### src/rtl/bfx_pkg.sv
package bfx_pkg;

    localparam int ACC_W_DEFAULT  = 36;
    localparam int BYTE_W_DEFAULT = 8;

    typedef enum logic [1:0] {
        OP_EXT_SIGNED = 2'd0,
        OP_EXT_ZERO   = 2'd1,
        OP_INSERT     = 2'd2,
        OP_RESERVED   = 2'd3
    } bf_op_e;

    function automatic logic op_accepted(input bf_op_e code);
        return code != OP_RESERVED;
    endfunction

    // Immediate descriptors and all inserts need a second cycle.
    function automatic logic op_needs_two(input bf_op_e code, input logic from_imm);
        return (code == OP_INSERT) || from_imm;
    endfunction

endpackage

### src/rtl/bfx_decode.sv
module bfx_decode
    import bfx_pkg::*;
#(
    parameter int ACC_W  = ACC_W_DEFAULT,
    parameter int BYTE_W = BYTE_W_DEFAULT,
    localparam int DESC_W = 2 * BYTE_W,
    localparam int CNT_W  = $clog2(ACC_W + 1)
) (
    input  logic [DESC_W-1:0] desc,
    output logic [CNT_W-1:0]  eff_width,
    output logic [BYTE_W-1:0] offset
);

    int req_w;
    int req_o;
    int room;
    int eff;

    always_comb begin
        req_w  = int'(desc[DESC_W-1:BYTE_W]);
        req_o  = int'(desc[BYTE_W-1:0]);
        offset = desc[BYTE_W-1:0];
        if (req_o >= ACC_W) begin
            room = 0;
        end else begin
            room = ACC_W - req_o;
        end
        eff       = (req_w < room) ? req_w : room;
        eff_width = CNT_W'(eff);
    end

endmodule

### src/rtl/bfx_extract.sv
module bfx_extract
    import bfx_pkg::*;
#(
    parameter int ACC_W  = ACC_W_DEFAULT,
    parameter int BYTE_W = BYTE_W_DEFAULT,
    localparam int CNT_W = $clog2(ACC_W + 1)
) (
    input  logic [ACC_W-1:0]  src,
    input  logic [CNT_W-1:0]  eff_width,
    input  logic [BYTE_W-1:0] offset,
    input  logic              sign_fill,
    output logic [ACC_W-1:0]  res
);

    logic [ACC_W-1:0] shifted;
    logic             fill_bit;
    int               top_idx;

    always_comb begin
        shifted  = src >> offset;
        top_idx  = int'(eff_width) - 1;
        fill_bit = 1'b0;
        if (sign_fill && (eff_width != '0)) begin
            fill_bit = shifted[top_idx];
        end
        for (int i = 0; i < ACC_W; i++) begin
            res[i] = (i < int'(eff_width)) ? shifted[i] : fill_bit;
        end
    end

endmodule

### src/rtl/bfx_insert.sv
module bfx_insert
    import bfx_pkg::*;
#(
    parameter int ACC_W  = ACC_W_DEFAULT,
    parameter int BYTE_W = BYTE_W_DEFAULT,
    localparam int CNT_W = $clog2(ACC_W + 1)
) (
    input  logic [ACC_W-1:0]  src,
    input  logic [ACC_W-1:0]  dst,
    input  logic [CNT_W-1:0]  eff_width,
    input  logic [BYTE_W-1:0] offset,
    output logic [ACC_W-1:0]  res
);

    logic [ACC_W-1:0] low_mask;
    logic [ACC_W-1:0] field_mask;

    always_comb begin
        if (eff_width == '0) begin
            low_mask = '0;
        end else begin
            low_mask = {ACC_W{1'b1}} >> (ACC_W - int'(eff_width));
        end
        field_mask = low_mask << offset;
        res        = (dst & ~field_mask) | ((src << offset) & field_mask);
    end

endmodule

### src/rtl/bitfield_unit.sv
module bitfield_unit
    import bfx_pkg::*;
#(
    parameter int ACC_W  = ACC_W_DEFAULT,
    parameter int BYTE_W = BYTE_W_DEFAULT,
    localparam int DESC_W = 2 * BYTE_W,
    localparam int CNT_W  = $clog2(ACC_W + 1)
) (
    input  logic              clk,
    input  logic              rst,
    input  logic              start,
    input  logic [1:0]        op,
    input  logic              desc_imm,
    input  logic [DESC_W-1:0] desc,
    input  logic [ACC_W-1:0]  src_acc,
    input  logic [ACC_W-1:0]  dst_acc,
    output logic              busy,
    output logic [ACC_W-1:0]  result,
    output logic              res_valid
);

    typedef struct packed {
        bf_op_e            code;
        logic [DESC_W-1:0] field;
        logic [ACC_W-1:0]  src;
        logic [ACC_W-1:0]  dst;
    } bf_req_t;

    bf_req_t          in_req;
    bf_req_t          held_q;
    bf_req_t          work;
    logic             pend_q;
    logic             accept;
    logic             go_slow;

    logic [CNT_W-1:0]  eff_width;
    logic [BYTE_W-1:0] offset;
    logic [ACC_W-1:0]  ext_res;
    logic [ACC_W-1:0]  ins_res;
    logic [ACC_W-1:0]  next_res;

    always_comb begin
        in_req.code  = bf_op_e'(op);
        in_req.field = desc;
        in_req.src   = src_acc;
        in_req.dst   = dst_acc;
        accept       = start && !pend_q && op_accepted(in_req.code);
        go_slow      = op_needs_two(in_req.code, desc_imm);
        work         = pend_q ? held_q : in_req;
    end

    bfx_decode #(.ACC_W(ACC_W), .BYTE_W(BYTE_W)) decode_i (
        .desc      (work.field),
        .eff_width (eff_width),
        .offset    (offset)
    );

    bfx_extract #(.ACC_W(ACC_W), .BYTE_W(BYTE_W)) extract_i (
        .src       (work.src),
        .eff_width (eff_width),
        .offset    (offset),
        .sign_fill (work.code == OP_EXT_SIGNED),
        .res       (ext_res)
    );

    bfx_insert #(.ACC_W(ACC_W), .BYTE_W(BYTE_W)) insert_i (
        .src       (work.src),
        .dst       (work.dst),
        .eff_width (eff_width),
        .offset    (offset),
        .res       (ins_res)
    );

    assign next_res = (work.code == OP_INSERT) ? ins_res : ext_res;

    always_ff @(posedge clk) begin
        if (rst) begin
            pend_q    <= 1'b0;
            held_q    <= '0;
            result    <= '0;
            res_valid <= 1'b0;
        end else begin
            res_valid <= 1'b0;
            if (pend_q) begin
                result    <= next_res;
                res_valid <= 1'b1;
                pend_q    <= 1'b0;
            end else if (accept) begin
                if (go_slow) begin
                    held_q <= in_req;
                    pend_q <= 1'b1;
                end else begin
                    result    <= next_res;
                    res_valid <= 1'b1;
                end
            end
        end
    end

    assign busy = pend_q;

endmodule

### config.mk
export PLATFORM = sky130hd
export DESIGN_NAME = bitfield_unit
export DESIGN_NICKNAME = d
export VERILOG_FILES = /design/src/rtl/bfx_pkg.sv /design/src/rtl/bfx_decode.sv /design/src/rtl/bfx_extract.sv /design/src/rtl/bfx_insert.sv /design/src/rtl/bitfield_unit.sv
export SDC_FILE = /design/constraint.sdc
export NUM_CORES = 1
export LEC_CHECK = 0
export BUFFER_PORTS_ARGS = -buffer_cell sky130_fd_sc_hd__buf_2
export CAP_MARGIN = 20
export CORE_ASPECT_RATIO = 2
export CORE_MARGIN = 2
export CORE_UTILIZATION = 55
export DETAILED_ROUTE_END_ITERATION = 6
export PLACE_DENSITY = 0.74
export SLEW_MARGIN = 20
export SYNTH_ARGS = -nofsm -noshare
export SYNTH_HDL_FRONTEND = slang
export SYNTH_SLANG_ARGS = --single-unit
export TNS_END_PERCENT = 1
### constraint.sdc
create_clock -name clk -period 27.4 [get_ports clk]
set_clock_uncertainty 0.1 [all_clocks]
set_input_delay 5.48 -clock clk [delete_from_list [all_inputs] [get_ports clk]]
set_output_delay 5.48 -clock clk [all_outputs]
set_load 0.02 [all_outputs]
==> results of run 1 <==
==> per-layer routing <==
| metal | GRT usage (%) | GRT overflow |
|---|---|---|
| met1 | 68.85 | 2 |
| met3 | 46.37 | 4 |
| met4 | 73.32 | 74 |
| met5 | 9.643 | 2 |
| met2 | 90.84 | 72 |
==> synthesized netlist by cell type, types with 11 or more instances <==
cell type	n
sky130_fd_sc_hd__xnor2_1	12
sky130_fd_sc_hd__a31oi_1	37
sky130_fd_sc_hd__a22oi_1	23
sky130_fd_sc_hd__o21ai_1	14
sky130_fd_sc_hd__ha_1	12
sky130_fd_sc_hd__and3_1	14
sky130_fd_sc_hd__o21ai_0	111
sky130_fd_sc_hd__a21oi_1	232
sky130_fd_sc_hd__nor4_1	17
sky130_fd_sc_hd__a32oi_1	11
sky130_fd_sc_hd__or2_2	12
sky130_fd_sc_hd__o221ai_1	18
sky130_fd_sc_hd__a211oi_1	43
sky130_fd_sc_hd__buf_2	42
sky130_fd_sc_hd__nand3_1	74
sky130_fd_sc_hd__mux2i_1	81
sky130_fd_sc_hd__mux2_2	18
sky130_fd_sc_hd__nand2_1	370
sky130_fd_sc_hd__clkbuf_1	103
sky130_fd_sc_hd__o211ai_1	30
sky130_fd_sc_hd__o31ai_1	12
sky130_fd_sc_hd__nand4_1	28
sky130_fd_sc_hd__a311oi_1	12
sky130_fd_sc_hd__buf_4	12
sky130_fd_sc_hd__inv_1	13
sky130_fd_sc_hd__a21o_1	13
sky130_fd_sc_hd__o22ai_1	75
sky130_fd_sc_hd__nor2b_1	73
sky130_fd_sc_hd__buf_1	13
sky130_fd_sc_hd__dfxtp_1	128
sky130_fd_sc_hd__nor2_1	183
sky130_fd_sc_hd__nor3_1	133
sky130_fd_sc_hd__or3_1	18
sky130_fd_sc_hd__a2111oi_0	14
sky130_fd_sc_hd__o21a_1	12
==> cell families after synthesis <==
family | count (synthesis) | synth area share [%]
other | 1 | 0.02448
xor gates and xnor gates | 15 | 0.9068
AOI/OAI and AO/OA | 808 | 36.38
adders and majority gates | 13 | 1.046
and+or+nand+nor | 991 | 30.81
buffers and inverters | 202 | 6.184
DFF | 128 | 16.73
muxes | 110 | 7.915
==> through the flow <==
stage          setup WS (ns)  util (%)  instances  hold WS, ns
2_1_floorplan          13.58         -       2268       0.3317
3_3_place_gp           12.26     57.93       2609       0.3320
3_5_place_dp           12.12     57.97       2609       0.3431
4_1_cts                12.58     60.18       2641       0.3526
==> results_tabular.tex, run 1 <==
\begin{tabular}{lr}
\hline
Metric & Value \\
\hline
\multicolumn{2}{l}{\textbf{Outcome}} \\
Status & did not finish \\
Halt Stage & global routing \\
Error Message & [ERROR GRT-0116] Global routing finished with congestion. Check the congestion regions in the DRC Viewer. \\
\multicolumn{2}{l}{\textbf{Floorplanning}} \\
Effective utilization at floorplan & a little under three fifths \\
\# IOs & between 100 and 150 \\
Horiz. Die Dim & between 100 and 150 µm \\
Number of core rows & 86 \\
Die outline height & approximately 240 µm \\
\multicolumn{2}{l}{\textbf{Synth}} \\
Async set-or-reset flop fraction in the synthesized netlist & 0\% \\
\#FFs+latches synth & 128 \\
Main synth FF type & sky130\_fd\_sc\_hd\_\_dfxtp\_1 \\
Synthesized netlist cell count & about 2,300 \\
Post-synth EDFFs & 0 \\
Post-synthesis area per instance & 6.754 µm² \\
Number of warnings printed during yosys synthesis & 0 \\
Share of the yosys chip area belonging to registers & between 15 and 20\% \\
Synth Net Count & 2,374 \\
Count of cell types in the netlist & roughly 120 \\
Share of the synthesized area in the top cell type & about 17\% \\
Cell taking the most area after synthesis & sky130\_fd\_sc\_hd\_\_dfxtp\_1 \\
Main area contributors after synthesis & sky130\_fd\_sc\_hd\_\_dfxtp\_1, sky130\_fd\_sc\_hd\_\_nand2\_1, sky130\_fd\_sc\_hd\_\_a21oi\_1 \\
Post-synthesis cell area & between 15,000 and 20,000 µm² \\
\multicolumn{2}{l}{\textbf{Clocking}} \\
TritonCTS Buffers & 17 \\
Maximum number of buffers from clock root to sink & 2 \\
Number of hold buffers added after CTS & 0 \\
\# Post-CTS Setup Buffers & 0 \\
Total of cells resized after clock tree synthesis & 0 \\
Root Buffer Master & sky130\_fd\_sc\_hd\_\_clkbuf\_16 \\
Number of levels the H-tree was split into & 4 \\
Sink count of the clock tree & 128 \\
\multicolumn{2}{l}{\textbf{GRT}} \\
Number of global-route vias before repair & 21,470 \\
Global route total overflow & around 150 \\
Maximum number of pins on one net before global-route repair & about 90 \\
First-pass GRT wire length & 151.6 mm \\
Overall routing resource usage & 69.58\% \\
\multicolumn{2}{l}{\textbf{Placement}} \\
DP HPWL & between 60 and 70 mm \\
Final estimated routing congestion in global placement & 1.363 \\
Port-buffer cells & roughly 130 \\
Placement Cell Area & 15,910 µm² \\
\hline
\end{tabular}
==> run 2, diff against run 1 <==
CORE_ASPECT_RATIO = unset   (was 2)
CORE_UTILIZATION = 40   (was 55)
PLACE_DENSITY = unset   (was 0.74)
PLACE_DENSITY_LB_ADDON = 0.15   (was unset)
==> run 2 against run 1 <==
Net effect: the flow now finishes, with violations (design-rule violations); synthesized area stayed put; synthesized cell count stayed put.
==> results_tabular.tex, run 2 <==
\begin{tabular}{lr}
\hline
Metric & Value \\
\hline
\multicolumn{2}{l}{\textbf{STA}} \\
Maximum clock rate & approximately 70 MHz \\
Total setup violations reported at the end of the flow & 0 \\
Time the final worst path needs with I/O delays and setup & 14.19 ns \\
Fin Setup TNS & 0 ns \\
Final period util & 51.77\% \\
Worst hold-check slack & roughly 0.34 ns \\
Worst-Margin Slew & roughly 1.2 ns \\
Unrepaired setup endpoints after global routing & no \\
Worst slew slack as a fraction of its limit & a little under a fifth \\
Hold violation total from the final report & 0 \\
Final slew viol count & 0 \\
\multicolumn{2}{l}{\textbf{Drt}} \\
Vias per cell & about 7.0 \\
Detailed Route Iter0 Violations & around 2,800 \\
Met1 Wirelength & 34.84 mm \\
1st-pass router iterations & 7 \\
Wire length per cell after detailed routing & between 30 and 40 µm \\
Topmost layer with routed signal wires & met5 \\
Number of DRC violations after detailed routing & 3 \\
Total vias in the final route & between 15,000 and 20,000 \\
Routed met2 length & 36.13 mm \\
WL final & roughly 87 mm \\
Met3 WL post-DR & just under 10 mm \\
Antenna-violating nets left & 0 \\
\multicolumn{2}{l}{\textbf{Synth}} \\
Count of cell types in the netlist & 116 (unchanged) \\
Main area contributors after synthesis & sky130\_fd\_sc\_hd\_\_dfxtp\_1, sky130\_fd\_sc\_hd\_\_nand2\_1, sky130\_fd\_sc\_hd\_\_a21oi\_1 (unchanged) \\
Synth Net Count & 2,374 (unchanged) \\
\#FFs+latches synth & 128 (unchanged) \\
Cell taking the most area after synthesis & sky130\_fd\_sc\_hd\_\_dfxtp\_1 (unchanged) \\
Post-synth top cells & sky130\_fd\_sc\_hd\_\_nand2\_1, sky130\_fd\_sc\_hd\_\_a21oi\_1, sky130\_fd\_sc\_hd\_\_nor2\_1 (unchanged) \\
Post-synthesis cell area & 15,320 µm² (unchanged) \\
Async set-or-reset flop fraction in the synthesized netlist & 0\% (unchanged) \\
Most common cell in the netlist & sky130\_fd\_sc\_hd\_\_nand2\_1 (unchanged) \\
Post-synth EDFFs & 0 (unchanged) \\
Main synth FF type & sky130\_fd\_sc\_hd\_\_dfxtp\_1 (unchanged) \\
Synthesized netlist cell count & 2,268 (unchanged) \\
Number of warnings printed during yosys synthesis & 0 (unchanged) \\
Share of the yosys chip area belonging to registers & 16.73\% (unchanged) \\
Share of the synthesized area in the top cell type & 16.73\% (unchanged) \\
Post-synthesis area per instance & 6.754 µm² (unchanged) \\
\multicolumn{2}{l}{\textbf{Clocking}} \\
TritonCTS Buffers & 17 (unchanged) \\
Clk pin slew, worst setup/hold paths & around 0.060 ns \\
Later-pin clock latency in the skew report & 0.51 ns \\
Number of hold buffers added after CTS & 0 (unchanged) \\
Root Buffer Master & sky130\_fd\_sc\_hd\_\_clkbuf\_16 (unchanged) \\
Number of levels the H-tree was split into & 4 (unchanged) \\
Total of cells resized after clock tree synthesis & 0 (unchanged) \\
Clock tree from TritonCTS & done \\
Sink count of the clock tree & 128 (unchanged) \\
Maximum number of buffers from clock root to sink & 2 (unchanged) \\
\# Post-CTS Setup Buffers & 0 (unchanged) \\
\multicolumn{2}{l}{\textbf{Setup path}} \\
Critical path's most frequent cell & sky130\_fd\_sc\_hd\_\_a21oi\_1 \\
Critical path type & primary input to register \\
Data arrival, critical path & roughly 15 ns \\
Maximum fanout along the worst path & about 50 \\
Max stage delay cell, worst path & sky130\_fd\_sc\_hd\_\_o311ai\_0 \\
Required @ worst endpoint & 27.74 ns \\
CP endpoint kind & register \\
Kind of start point of the critical path & primary input \\
Critical path's largest stage delay & approximately 0.66 ns \\
\multicolumn{2}{l}{\textbf{Cells and area}} \\
Net count of the finished layout & 2,396 \\
Finished Layout Cells & between 2,000 and 3,000 \\
Most frequent cells in the layout & sky130\_fd\_sc\_hd\_\_nand2\_1, sky130\_fd\_sc\_hd\_\_a21oi\_1, sky130\_fd\_sc\_hd\_\_nor2\_1 \\
Registers with the highest flip-flop counts & held\_q: 90 flops, result: 36 flops \\
Area grow syn2layout & 9.729\% \\
Register name with the most flops & held\_q \\
Commonest non-fill, non-tap cell in the layout & sky130\_fd\_sc\_hd\_\_nand2\_1 \\
Largest register FFs & 90 \\
Layout cells sized above 1 & $\sim$15\% \\
\multicolumn{2}{l}{\textbf{Pwr}} \\
Cell area power density & around 56 nW/µm² \\
Worst vdd rail ir drop & just over 50 µV \\
LEAKAGE & 6.020 nW \\
Total power & $\sim$0.94 mW \\
\multicolumn{2}{l}{\textbf{Floorplanning}} \\
Die outline height & 199.7 µm (was 240.0 µm) \\
Horiz. Die Dim & 199.7 µm (was 122.0 µm) \\
Standard cell core area & about 38,000 µm² \\
Overall die area & between 30,000 and 40,000 µm² \\
Number of core rows & 71 (was 86) \\
\# IOs & 132 (unchanged) \\
Effective utilization at floorplan & 40.67\% (was 55.82\%) \\
\multicolumn{2}{l}{\textbf{Outcome}} \\
Violated checks & design-rule violations \\
Status & complete, but fails checks (was did not finish) \\
\multicolumn{2}{l}{\textbf{GRT}} \\
Global route total overflow & 0 \\
Maximum number of pins on one net before global-route repair & 92 \\
Overall routing resource usage & between 40\% and 50\% \\
Number of global-route vias before repair & 17,690 \\
First-pass GRT wire length & 125.2 mm \\
Antenna violations before repair & 6 \\
\multicolumn{2}{l}{\textbf{Min path}} \\
Tightest Hold Check Type & register to register \\
\multicolumn{2}{l}{\textbf{Placement}} \\
Port-buffer cells & 131 (unchanged) \\
Dpl cells & 2,781 (was 2,609) \\
Final estimated routing congestion in global placement & 1.121 (was 1.363) \\
DP HPWL & 67.51 mm (was 67.42 mm) \\
\multicolumn{2}{l}{\textbf{Run}} \\
Max-Cap Viols & 0 \\
\hline
\end{tabular}
run 2: cell counts after synthesis:
No cell type changed its count.
run 2: per-layer routing:
metal  vias up  global-route usage [%]
li1       8623                       -
met1      9377                   55.28
met2      1275                   63.05
met3       320                   14.46
met4         8                   27.85
met5         -                       0
run 2: where the power goes:
part | leakage (nW) | internal (mW) | switching [mW]
sequential | 1.04 | 0.196 | 0.00715
combinational | 4.69 | 0.132 | 0.361
clock | 0.283 | 0.135 | 0.106
total | 6.02 | 0.463 | 0.474
run 2: worst paths after layout:
check	cells after the start	to	start	slack, ns
max	31	result[15]	desc[0]	13.21
min	2	result[1]	result[1]	0.34
max reg2reg	31	result[15]	busy	17.19
min reg2reg	2	result[1]	result[1]	0.34
run 2: area by class of cell:
cell class                      count  area (µm²)
Antenna cell                        2       5.005
Clock buffer                       19       432.9
Clock inverter                     13       151.4
Fill cell                        4077       20860
Inverter                           21       78.83
Multi-Input combinational cell   1938       11860
Sequential cell                   128        2566
Tap cell                          511       639.4
Timing Repair Buffer              184        1076
run 2: critical path: cells and delay by family:
family,cells,cell delay (ns)
muxes,2,1.03
and+or+nand+nor,8,1.80
AOI/OAI and AO/OA,13,3.37
adders and majority gates,3,1.52
buffers and inverters,5,1.27
run 2: logic make-up (layout without fill, tap and decap cells):
kind of cell	count (synthesis)	in the layout	share of synthesized area [%]
compound gates	808	808	36.38
simple gates	991	991	30.81
fa+ha+maj	13	13	1.046
other cells	1	3	0.02448
flops	128	128	16.73
xor+xnor	15	15	0.9068
buf+inv	202	237	6.184
mux	110	110	7.915
run 2: stage by stage:
step	setup slack, ns	instance area (µm²)	utilization, %
6_report	13.21	16810	44.62
3_3_place_gp	13.26	16190	42.98
4_1_cts	13.60	16770	44.54
5_1_grt	12.81	16800	44.62
2_1_floorplan	13.58	15320	-
3_5_place_dp	13.09	16190	42.98
Note: power is estimated with default switching activity, not from simulation.
